<file path="src/rtl/ofs_loader_pkg.sv">
package ofs_loader_pkg;
  typedef enum logic [1:0] {
    SEL_E_LO = 2'd0,
    SEL_E_HI = 2'd1,
    SEL_F_LO = 2'd2,
    SEL_F_HI = 2'd3
  } ofs_sel_e;

  function automatic ofs_sel_e next_sel(ofs_sel_e s);
    return ofs_sel_e'(s + 2'd1);
  endfunction
endpackage

</file>
<file path="src/rtl/ofs_ctl_decode.sv">
module ofs_ctl_decode (
  input  logic clk_i,
  input  logic rst_ni,
  input  logic shared_ctl_i,
  input  logic wen_ni,
  input  logic ren1_ni,
  input  logic ren2_ni,
  output logic load_mode_o,
  output logic ofs_wr_o,
  output logic ofs_rd_o,
  output logic coll_o,
  output logic fifo_we_o,
  output logic fifo_re_o
);
  logic mode_q;
  logic ld_act, wr_req, rd_req;

  // mode follows the pin level while reset is held (clock runs during reset)
  always_ff @(posedge clk_i) begin
    if (!rst_ni) mode_q <= ~shared_ctl_i;
  end

  assign load_mode_o = mode_q;
  assign ld_act      = mode_q & ~shared_ctl_i;
  assign wr_req      = ~wen_ni;
  assign rd_req      = ~ren1_ni & ~ren2_ni;

  assign ofs_wr_o  = rst_ni & ld_act & wr_req;
  assign coll_o    = rst_ni & ld_act & wr_req & rd_req;
  assign ofs_rd_o  = rst_ni & ld_act & rd_req & ~wr_req;
  assign fifo_we_o = wr_req & shared_ctl_i;
  assign fifo_re_o = rd_req & ~ld_act;
endmodule

</file>
<file path="src/rtl/ofs_sel_ctr.sv">
module ofs_sel_ctr
  import ofs_loader_pkg::*;
(
  input  logic     clk_i,
  input  logic     rst_ni,
  input  logic     adv_i,
  output ofs_sel_e sel_o
);
  ofs_sel_e sel_q;

  always_ff @(posedge clk_i or negedge rst_ni) begin
    if (!rst_ni)    sel_q <= SEL_E_LO;
    else if (adv_i) sel_q <= next_sel(sel_q);
  end

  assign sel_o = sel_q;
endmodule

</file>
<file path="src/rtl/ofs_reg_bank.sv">
module ofs_reg_bank
  import ofs_loader_pkg::*;
#(
  parameter int unsigned OW      = 11,
  parameter int unsigned LO_W    = 8,
  parameter int unsigned DATA_W  = 9,
  parameter int unsigned RST_OFS = 7
) (
  input  logic              clk_i,
  input  logic              rst_ni,
  input  logic              wr_i,
  input  ofs_sel_e          wsel_i,
  input  logic [DATA_W-1:0] wdata_i,
  input  ofs_sel_e          rsel_i,
  output logic [DATA_W-1:0] rdata_o,
  output logic [OW-1:0]     empty_ofs_o,
  output logic [OW-1:0]     full_ofs_o
);
  localparam int unsigned HI_W = OW - LO_W;
  localparam logic [OW-1:0] RST_V = OW'(RST_OFS);

  logic [2*LO_W-1:0] lo_all;
  logic [2*HI_W-1:0] hi_all;

  // g = 0: empty offset, g = 1: full offset
  for (genvar g = 0; g < 2; g++) begin : g_ofs
    logic [LO_W-1:0] lo_q;
    logic [HI_W-1:0] hi_q;
    logic            wr_lo, wr_hi;

    assign wr_lo = wr_i && (wsel_i == ofs_sel_e'({g[0], 1'b0}));
    assign wr_hi = wr_i && (wsel_i == ofs_sel_e'({g[0], 1'b1}));

    always_ff @(posedge clk_i or negedge rst_ni) begin
      if (!rst_ni) begin
        lo_q <= RST_V[LO_W-1:0];
        hi_q <= RST_V[OW-1:LO_W];
      end else begin
        if (wr_lo) lo_q <= wdata_i[LO_W-1:0];
        if (wr_hi) hi_q <= wdata_i[HI_W-1:0];
      end
    end

    assign lo_all[g*LO_W +: LO_W] = lo_q;
    assign hi_all[g*HI_W +: HI_W] = hi_q;
  end

  assign empty_ofs_o = {hi_all[0 +: HI_W], lo_all[0 +: LO_W]};
  assign full_ofs_o  = {hi_all[HI_W +: HI_W], lo_all[LO_W +: LO_W]};

  always_comb begin
    rdata_o = '0;
    if (rsel_i[0]) rdata_o[HI_W-1:0] = rsel_i[1] ? hi_all[HI_W +: HI_W] : hi_all[0 +: HI_W];
    else           rdata_o[LO_W-1:0] = rsel_i[1] ? lo_all[LO_W +: LO_W] : lo_all[0 +: LO_W];
  end
endmodule

</file>
<file path="src/rtl/ofs_loader.sv">
module ofs_loader
  import ofs_loader_pkg::*;
#(
  parameter int unsigned OW      = 11,
  parameter int unsigned LO_W    = 8,
  parameter int unsigned DATA_W  = 9,
  parameter int unsigned RST_OFS = 7
) (
  input  logic              clk_i,
  input  logic              rst_ni,
  input  logic              shared_ctl_i,
  input  logic              wen_ni,
  input  logic              ren1_ni,
  input  logic              ren2_ni,
  input  logic [DATA_W-1:0] data_i,
  output logic              fifo_we_o,
  output logic              fifo_re_o,
  output logic [DATA_W-1:0] rd_data_o,
  output logic [OW-1:0]     empty_ofs_o,
  output logic [OW-1:0]     full_ofs_o,
  output logic              coll_err_o
);
  logic              load_mode, ofs_wr, ofs_rd, coll;
  ofs_sel_e          wsel, rsel;
  logic [DATA_W-1:0] rmux;
  logic [DATA_W-1:0] rd_q;
  logic              coll_q;

  ofs_ctl_decode u_dec (
    .clk_i, .rst_ni, .shared_ctl_i, .wen_ni, .ren1_ni, .ren2_ni,
    .load_mode_o(load_mode), .ofs_wr_o(ofs_wr), .ofs_rd_o(ofs_rd),
    .coll_o(coll), .fifo_we_o, .fifo_re_o
  );

  ofs_sel_ctr u_wsel (.clk_i, .rst_ni, .adv_i(ofs_wr), .sel_o(wsel));
  ofs_sel_ctr u_rsel (.clk_i, .rst_ni, .adv_i(ofs_rd), .sel_o(rsel));

  ofs_reg_bank #(.OW(OW), .LO_W(LO_W), .DATA_W(DATA_W), .RST_OFS(RST_OFS)) u_bank (
    .clk_i, .rst_ni, .wr_i(ofs_wr), .wsel_i(wsel), .wdata_i(data_i),
    .rsel_i(rsel), .rdata_o(rmux), .empty_ofs_o, .full_ofs_o
  );

  always_ff @(posedge clk_i or negedge rst_ni) begin
    if (!rst_ni) begin
      rd_q   <= '0;
      coll_q <= 1'b0;
    end else begin
      if (ofs_rd) rd_q <= rmux;
      coll_q <= coll;
    end
  end

  assign rd_data_o  = rd_q;
  assign coll_err_o = coll_q;
endmodule

</file>
<file path="config.mk">
export PLATFORM = sky130hd
export DESIGN_NAME = ofs_loader
export DESIGN_NICKNAME = d
export VERILOG_FILES = /design/src/rtl/ofs_loader_pkg.sv /design/src/rtl/ofs_ctl_decode.sv /design/src/rtl/ofs_sel_ctr.sv /design/src/rtl/ofs_reg_bank.sv /design/src/rtl/ofs_loader.sv
export SDC_FILE = /design/constraint.sdc
export NUM_CORES = 1
export LEC_CHECK = 0
export ABC_AREA = 1
export BUFFER_PORTS_ARGS = -buffer_cell sky130_fd_sc_hd__buf_4
export CAP_MARGIN = 15
export CORE_MARGIN = 2
export CORE_UTILIZATION = 55
export CTS_CLUSTER_SIZE = 30
export DETAILED_ROUTE_END_ITERATION = 8
export HOLD_SLACK_MARGIN = 0.06
export PLACE_DENSITY_LB_ADDON = 0.15
export SLEW_MARGIN = 30
export SYNTH_ARGS = -nofsm -noshare
export SYNTH_HDL_FRONTEND = slang
export SYNTH_SLANG_ARGS = --single-unit
</file>
<file path="constraint.sdc">
create_clock -name clk_i -period 2.2 [get_ports clk_i]
set_input_delay 0.11 -clock clk_i [delete_from_list [all_inputs] [get_ports clk_i]]
set_output_delay 0.11 -clock clk_i [all_outputs]
set_load 0.05 [all_outputs]
</file>
**Word level (Yosys, flattened, before mapping)**

Cells that the tools add are included.

- Register bits: 36
- Latch bits: 0
- Memory bits (writable): 0
- Memory bits (read-only): 0
- Input bits: 15
- Output and inout bits: 34
- Memories: 0

- Add/sub/neg operators: 2
- $mul: 0
- Divide/modulo/power cells: 0
- Order comparisons: 0
- Eq/ne operators: 3
- Shift operators: 0
- Mux-type cells: 4
- Bitwise operators: 14
- Reductions and logical operators: 5

Operator list:

| cell | count |
|---|---|
| 1-bit bitwise AND | 9 |
| 8-bit two-way mux | 1 |
| 3-bit two-way mux | 2 |
| 5-bit two-way mux | 1 |
| 1-bit NOT | 5 |
| 2-bit by 1-bit adder with 2-bit output (second input constant) | 2 |
| 2-bit == test (second input constant) | 2 |
| 1-bit logical AND | 4 |
| 2-bit by 1-bit == test with 1-bit output (second input constant) | 1 |
| 2-bit zero test | 1 |

**Longest topological paths before layout**

Gate-level depths: netlist of the first run.

- Word-level depth: 5
- Gate-level depth with buffers: 7
- Depth with buffers taken out: 6

**Hierarchy**

Synthesis of the first run repeated with hierarchy kept, for this count alone.

- Cells, all modules: 225
- Area total of the unflattened synthesis: 1769.2 µm²

By module, submodules not included:

| module | instances | cells an instance | area an instance (µm²) | seq. area each (µm²) |
|---|---|---|---|---|
| ofs_reg_bank | 1 | 153 | 1144.8 | 558.0 |
| ofs_loader | 1 | 39 | 366.6 | 250.2 |
| ofs_sel_ctr | 2 | 10 | 83.8 | 50.0 |
| ofs_ctl_decode | 1 | 13 | 90.1 | 30.0 |

**Least setup slack after synthesis of the first run**

OpenSTA, ideal clock, no wires.

- Path kind: register to output
- Start: register u_dec.mode_q (netlist: u_dec.load_mode_o)
- End: output port fifo_re_o
- Arrival: 1.223 ns
- Path slack: 0.867 ns
- Stages on the path, launching flop included: 2
- Path buffers: 0
- Path through: edfxtp_1 -> a21oi_1

- Word-level cells in the longest chain between the ends: 3

RTL lines:

| item | line | RTL |
|---|---|---|
| start, declared | ofs_ctl_decode.sv:15 | `logic mode_q;` |
| start signal, assigned | ofs_ctl_decode.sv:20 | `if (!rst_ni) mode_q <= ~shared_ctl_i;` |
| 1-bit bitwise AND | ofs_ctl_decode.sv:24 | `assign ld_act = mode_q & ~shared_ctl_i;` |
| 1-bit NOT | ofs_ctl_decode.sv:32 | `assign fifo_re_o = rd_req & ~ld_act;` |
| 1-bit bitwise AND | ofs_ctl_decode.sv:32 |  |
| end, declared | ofs_loader.sv:17 | `output logic fifo_re_o,` |

No other way between the ends.

**Worst setup path in the final report of the first run**

- Start: input port shared_ctl_i
- End: register u_bank.g_ofs[1].lo_q[7]

- Word-level cells in the longest chain between the ends: 5

RTL lines:

| item | line | RTL |
|---|---|---|
| start, declared | ofs_loader.sv:11 | `input logic shared_ctl_i,` |
| 1-bit NOT | ofs_ctl_decode.sv:24 |  |
| 1-bit bitwise AND | ofs_ctl_decode.sv:24 |  |
| 1-bit bitwise AND (2 in a row) | ofs_ctl_decode.sv:28 | `assign ofs_wr_o = rst_ni & ld_act & wr_req;` |
| 1-bit logical AND | ofs_reg_bank.sv:31 | `assign wr_lo = wr_i && (wsel_i == ofs_sel_e'({g[0], 1'b0}));` |
| end signal, assigned | ofs_reg_bank.sv:36 | `lo_q <= RST_V[LO_W-1:0];` |
| end signal, assigned | ofs_reg_bank.sv:39 | `if (wr_lo) lo_q <= wdata_i[LO_W-1:0];` |
| end, declared | ofs_reg_bank.sv:27 | `logic [LO_W-1:0] lo_q;` |

No other way between the ends.
A chain may end at the register's enable or synchronous reset.

==> results_dict.tcl, run 1 <==
set metrics [dict create \
    outcome "completed" \
    drc 0 \
    row_count 20 \
    cpMostUsedCell "buf_4" \
    crit_buf_inv 4 \
    yosysWarnings 0 \
    pin_count 49 \
    worstPathRequired_ns 2.50 \
    period_needed_ns 1.49 \
    peakVddDrop_mv 0.833 \
    synth_area_leaders "dfrtp_1, nand2_1, dfstp_2" \
    drt_iter0_markers 46 \
    grt_pass1_wl_um 6510 \
    antenna_found_initial 0 \
    hold_violations 0 \
    die_area_um2 3680 \
    start_util_pct 57.9 \
    vias 1577 \
    clock_skew_ns 0.0138 \
    clkTransAtPathRegs_ns 0.11 \
    r2r-start "u_dec.load_mode_o" \
    hp-class "input pin to flip-flop" \
    gp_congestion 0.772 \
    cp_num_cells 8 \
    syn_inst 220 \
    die_w_um 60.7 \
    min_from "ren2_ni" \
    die_y_um 60.7 \
    startpoint_type "input pin" \
    crit_arrival_ns 1.79 \
    diodes 0 \
    cts_tree "done" \
    drive_above_1_share_pct 24.5 \
    holdPathStages 4 \
    cts_setup_buffers 0 \
    final_cells 322 \
    vias_per_cell 4.90 \
    insertion_delay_ns 0.35 \
    fillers 278 \
    cp_slowest_cell "dlygate4sd3_1" \
    numClockSinks 36 \
    grt_max_degree 37 \
    dp_cells 303 \
    reg2reg_to "u_bank.g_ofs[1].lo_q[7]" \
    grt_pass1_vias 1460 \
    nets 296 \
    synth_top_cell_by_area "dfrtp_1" \
    cap_viol_max_count 0 \
    rsz0062_at_grt "no" \
    cp_max_fo 19 \
    timing_worst_setup_path_type "input pin to flip-flop" \
    cp_top_family "buffers and inverters" \
    dp_hpwl_um 2670 \
    core_um2 3050 \
    syn-num-nets 239 \
    antenna_left 0 \
    p_leak_nw 1.28 \
    track_usage_pct 24.2 \
    grt_overflow 0 \
    power_density_nw_per_um2 1410 \
    fin_tns_setup_ns 0 \
    syn_avg_cell_area_um2 8.03 \
    final_cell_mix "nand2_1, buf_4, nand3_1" \
    reg2reg_depth 5 \
    clockBufferDepth 2 \
    crit_chain "dlygate4sd3_1 -> buf_4 -> inv_2 -> nand3_4 -> nor2_4 -> buf_4 -> nand3_1 -> nand2_1" \
    whs_endpoint "coll_err_o" \
    ys_seq_area_share_pct 51.7 \
    area_delta_synth_final_pct 29.7 \
    wl_per_cell_um 12.2 \
    synth.top_cell.area_share_pct 41.1 \
    synth_area_um2 1770 \
    finalSetupViolations 0 \
    multi_input_area_um2 712 \
    whs_ns 0.122 \
    drt-pass1-iter-count 5 \
    port_buffers 46 \
    clockRootBuffer "clkbuf_4" \
    synth_seq_cells 36 \
    fin_crit_sh_pct 67.6 \
    worst_setup_path_end_kind "flip-flop" \
    drv_slew 0 \
    regArea_um2 913 \
    clock.fmax_ghz 0.673 \
    numCtsBuffers 5 \
    max_stage_delay_ns 0.54 \
    cts_max_level 2 \
    drt-total-wl_um 3940 \
    synth_cell_types 21 \
    timing.reg2reg.setup_slack_ns 0.82 \
    final_common_cell "nand2_1" \
]
## cell type report
class / count / share of cell area (%)
multi-input combinational: 154 / 31.1
clock inverter: 1 / 0.328
timing repair buffer: 59 / 20.5
tap: 44 / 2.40
clock buffer: 7 / 2.40
inverter: 21 / 3.44
sequential: 36 / 39.8
## cell families after synthesis
kind of cell,Yosys count,share of synthesized area [%]
buffers and inverters,30,8.00
AND/OR/NAND/NOR,140,34.3
other,1,0.212
adder cells (fa/ha/maj),4,2.83
XOR/XNOR,2,0.992
flip-flops,36,51.7
AO/OA/AOI/OAI,7,1.98
## metal layers
| layer | up-vias | GRT usage (%) | wire length [um] |
|---|---|---|---|
| met3 | 5 | 7.04 | 178 |
| met2 | 40 | 40.4 | 2010 |
| met1 | 740 | 30.8 | 1710 |
| met5 | - | 0 | 0 |
| met4 | 0 | 6.52 | 48 |
| li1 | 792 | - | - |
## stage by stage
stage	area (um^2)	power, mW	utilization (%)	setup WS [ns]
after floorplan	1770	2.34	-	0.867
after global placement	2120	2.82	69.4	0.876
after detailed placement	2120	2.85	69.4	0.838
after CTS	2290	3.25	75.1	0.727
after global routing	2290	3.44	75.1	0.602
final	2290	3.24	75.1	0.714
## worst max-delay path by stage
stage	from	end
2_1_floorplan	u_dec.load_mode_o	fifo_re_o
3_3_place_gp	u_dec.load_mode_o	u_bank.g_ofs[1].lo_q[3]
3_5_place_dp	u_dec.load_mode_o	u_bank.g_ofs[1].lo_q[6]
4_1_cts	shared_ctl_i	u_bank.g_ofs[1].lo_q[3]
5_1_grt	shared_ctl_i	u_bank.g_ofs[0].lo_q[5]
6_report	shared_ctl_i	u_bank.g_ofs[1].lo_q[7]
## Yosys cell counts (all sizes together)
master,count
nand3,31
edfxtp,1
nand2,94
nor2,13
dfrtp,29
nor3,2
conb,1
inv,21
o21ai,6
dfstp,6
xor2,2
a21oi,1
buf,9
ha,4
## repair_timing
action,CTS,global route
endpoints found under the hold margin,53,0
endpoints found under the setup margin,0,0
gates resized for setup,0,0
hold buffers,11,0
## worst min-delay path: cells and delay by family
family        cells  cell delay, ns
simple gates      2            0.22
buf+inv           2            0.11
## power breakdown
group / leakage (nW) / total, mW / internal (mW) / switching (mW)
sequential: 0.453 / 1.17 / 0.938 / 0.235
combinational: 0.794 / 1.69 / 0.496 / 1.20
clock: 0.0315 / 0.378 / 0.156 / 0.222
## flip-flops by register name, indices dropped and copies added, names as in the netlist
| register | cells |
|---|---|
| coll_err_o | 1 |
| u_dec.load_mode_o | 1 |
| u_rsel.sel_o | 2 |
| u_bank.g_ofs.hi_q | 6 |
| u_bank.g_ofs.lo_q | 16 |
| rd_data_o | 8 |
| u_wsel.sel_o | 2 |
Note: power is estimated with default switching activity, not from simulation.
==> inputs of run 2 (changes only) <==
--- a/config.mk
+++ b/config.mk
@@ -9,7 +9,7 @@
 export BUFFER_PORTS_ARGS = -buffer_cell sky130_fd_sc_hd__buf_4
 export CAP_MARGIN = 15
 export CORE_MARGIN = 2
-export CORE_UTILIZATION = 55
+export CORE_UTILIZATION = 46
 export CTS_CLUSTER_SIZE = 30
 export DETAILED_ROUTE_END_ITERATION = 8
 export HOLD_SLACK_MARGIN = 0.06
==> constraint.sdc (replaced) <==
create_clock -name clk_i -period 1.25 [get_ports clk_i]
set_input_delay 0.0625 -clock clk_i [delete_from_list [all_inputs] [get_ports clk_i]]
set_output_delay 0.0625 -clock clk_i [all_outputs]
set_load 0.05 [all_outputs]
==> results_dict.tcl, run 2 (same netlist as run 1, synthesis figures left out) <==
set metrics [dict create \
    port_buffers 46 \
    start_util_pct 47.9 \
    grt_max_degree 37 \
    fin_crit_sh_pct 97.5 \
    power_density_nw_per_um2 2540 \
    fin_tns_setup_ns 0 \
    grt_pass1_vias 1546 \
    clkTransAtPathRegs_ns 0.07 \
    core_um2 3690 \
    cp_max_fo 8 \
    die_area_um2 4350 \
    drv_slew 0 \
    cts_tree "done" \
    hold_violations 0 \
    pre_cts_ws_ns 0.0390 \
    crit_arrival_ns 1.39 \
    period_needed_ns 1.22 \
    grt_pass1_wl_um 7040 \
    cts_max_level 2 \
    clock_skew_ns 0.00302 \
    drive_above_1_share_pct 27.5 \
    diodes 0 \
    grt_overflow 0 \
    drc 0 \
    numClockSinks 36 \
    drt-pass1-iter-count 4 \
    drt-total-wl_um 4080 \
    die_w_um 66.0 \
    dp_hpwl_um 2910 \
    top_register "u_bank.g_ofs.lo_q" \
    wl_per_cell_um 12.3 \
    rsz0062_at_grt "yes" \
    cap_viol_max_count 0 \
    area_delta_synth_final_pct 36.5 \
    clock.fmax_ghz 0.820 \
    insertion_delay_ns 0.28 \
    clockRootBuffer "clkbuf_8" \
    cts_setup_buffers 0 \
    die_y_um 66.0 \
    finalSetupViolations 0 \
    antenna_left 0 \
    p_leak_nw 1.34 \
    timing.reg2reg.setup_slack_ns 0.04 \
    row_count 22 \
    peakVddDrop_mv 1.59 \
    worst_setup_path_end_kind "flip-flop" \
    antenna_found_initial 0 \
    gp_congestion 0.761 \
    stdcell_area_um2 2410 \
    total_power_mw 6.13 \
    hp-class "input pin to flip-flop" \
    whs_ns 0.0860 \
    track_usage_pct 21.3 \
    worstPathRequired_ns 1.43 \
    pin_count 49 \
    nets 302 \
    vias 1556 \
    final_cell_mix "nand2_1, buf_4, nand3_1" \
    startpoint_type "input pin" \
    timing_worst_setup_path_type "input pin to flip-flop" \
    setup_ws_ns 0.0310 \
    largest_register_ffs 16 \
    outcome "completed" \
    dpl_cell_area_um2 2170 \
    vias_per_cell 4.69 \
    clockBufferDepth 2 \
    numCtsBuffers 5 \
    drt_iter0_markers 76 \
    final_common_cell "nand2_1" \
]
## run 2: metrics by stage
stage               cells  util [%]
floorplan             220         -
global placement      313      58.9
detailed placement    313      58.9
CTS                   331      64.9
global route          332      65.4
finish                332      65.4
## run 2: critical path: stages
cell           delay, ns
dlygate4sd3_1       0.53
buf_4               0.13
nand3_4             0.11
nor2_4              0.24
nand2_2             0.17
nand2_1             0.10
nand2_1             0.05
## run 2: layout make-up
cell class | instances | area, um^2
clock buffers | 8 | 121
fillers | 342 | 1280
inverters | 21 | 78.8
multi-input cells | 155 | 724
flip-flops and latches | 36 | 913
well taps | 48 | 60.1
repair buffers | 64 | 513
## run 2: power breakdown
| part | internal (mW) | switching [mW] | total, mW |
|---|---|---|---|
| Sequential | 1.65 | 0.366 | 2.02 |
| Clock | 0.623 | 0.401 | 1.02 |
| Combinational | 0.927 | 2.16 | 3.09 |
## run 2: timing repair
item / in CTS / in global routing
resized for setup: 0 / 3
setup endpoints to repair: 0 / 25
endpoints found under the hold margin: 52 / 0
hold buffers: 10 / 0
## run 2: final timing paths
kind	from	to	cells past startpoint
min in group asynchronous	rst_ni	u_rsel.sel_o[0]	3
min	shared_ctl_i	u_dec.load_mode_o	2
max in group asynchronous	rst_ni	u_bank.g_ofs[0].lo_q[1]	3
max	rst_ni	u_bank.g_ofs[1].lo_q[7]	7
max reg2reg	u_dec.load_mode_o	u_bank.g_ofs[1].lo_q[7]	5
min reg2reg	u_bank.g_ofs[0].lo_q[2]	u_bank.g_ofs[0].lo_q[2]	2
## run 2: layer usage
metal,vias up,share of wire [%],global-route usage (%)
li1,810,-,-
met1,709,48,28.9
met2,35,47,34.0
met3,2,4.6,5.45
met4,0,0.47,5.87
met5,-,0,0
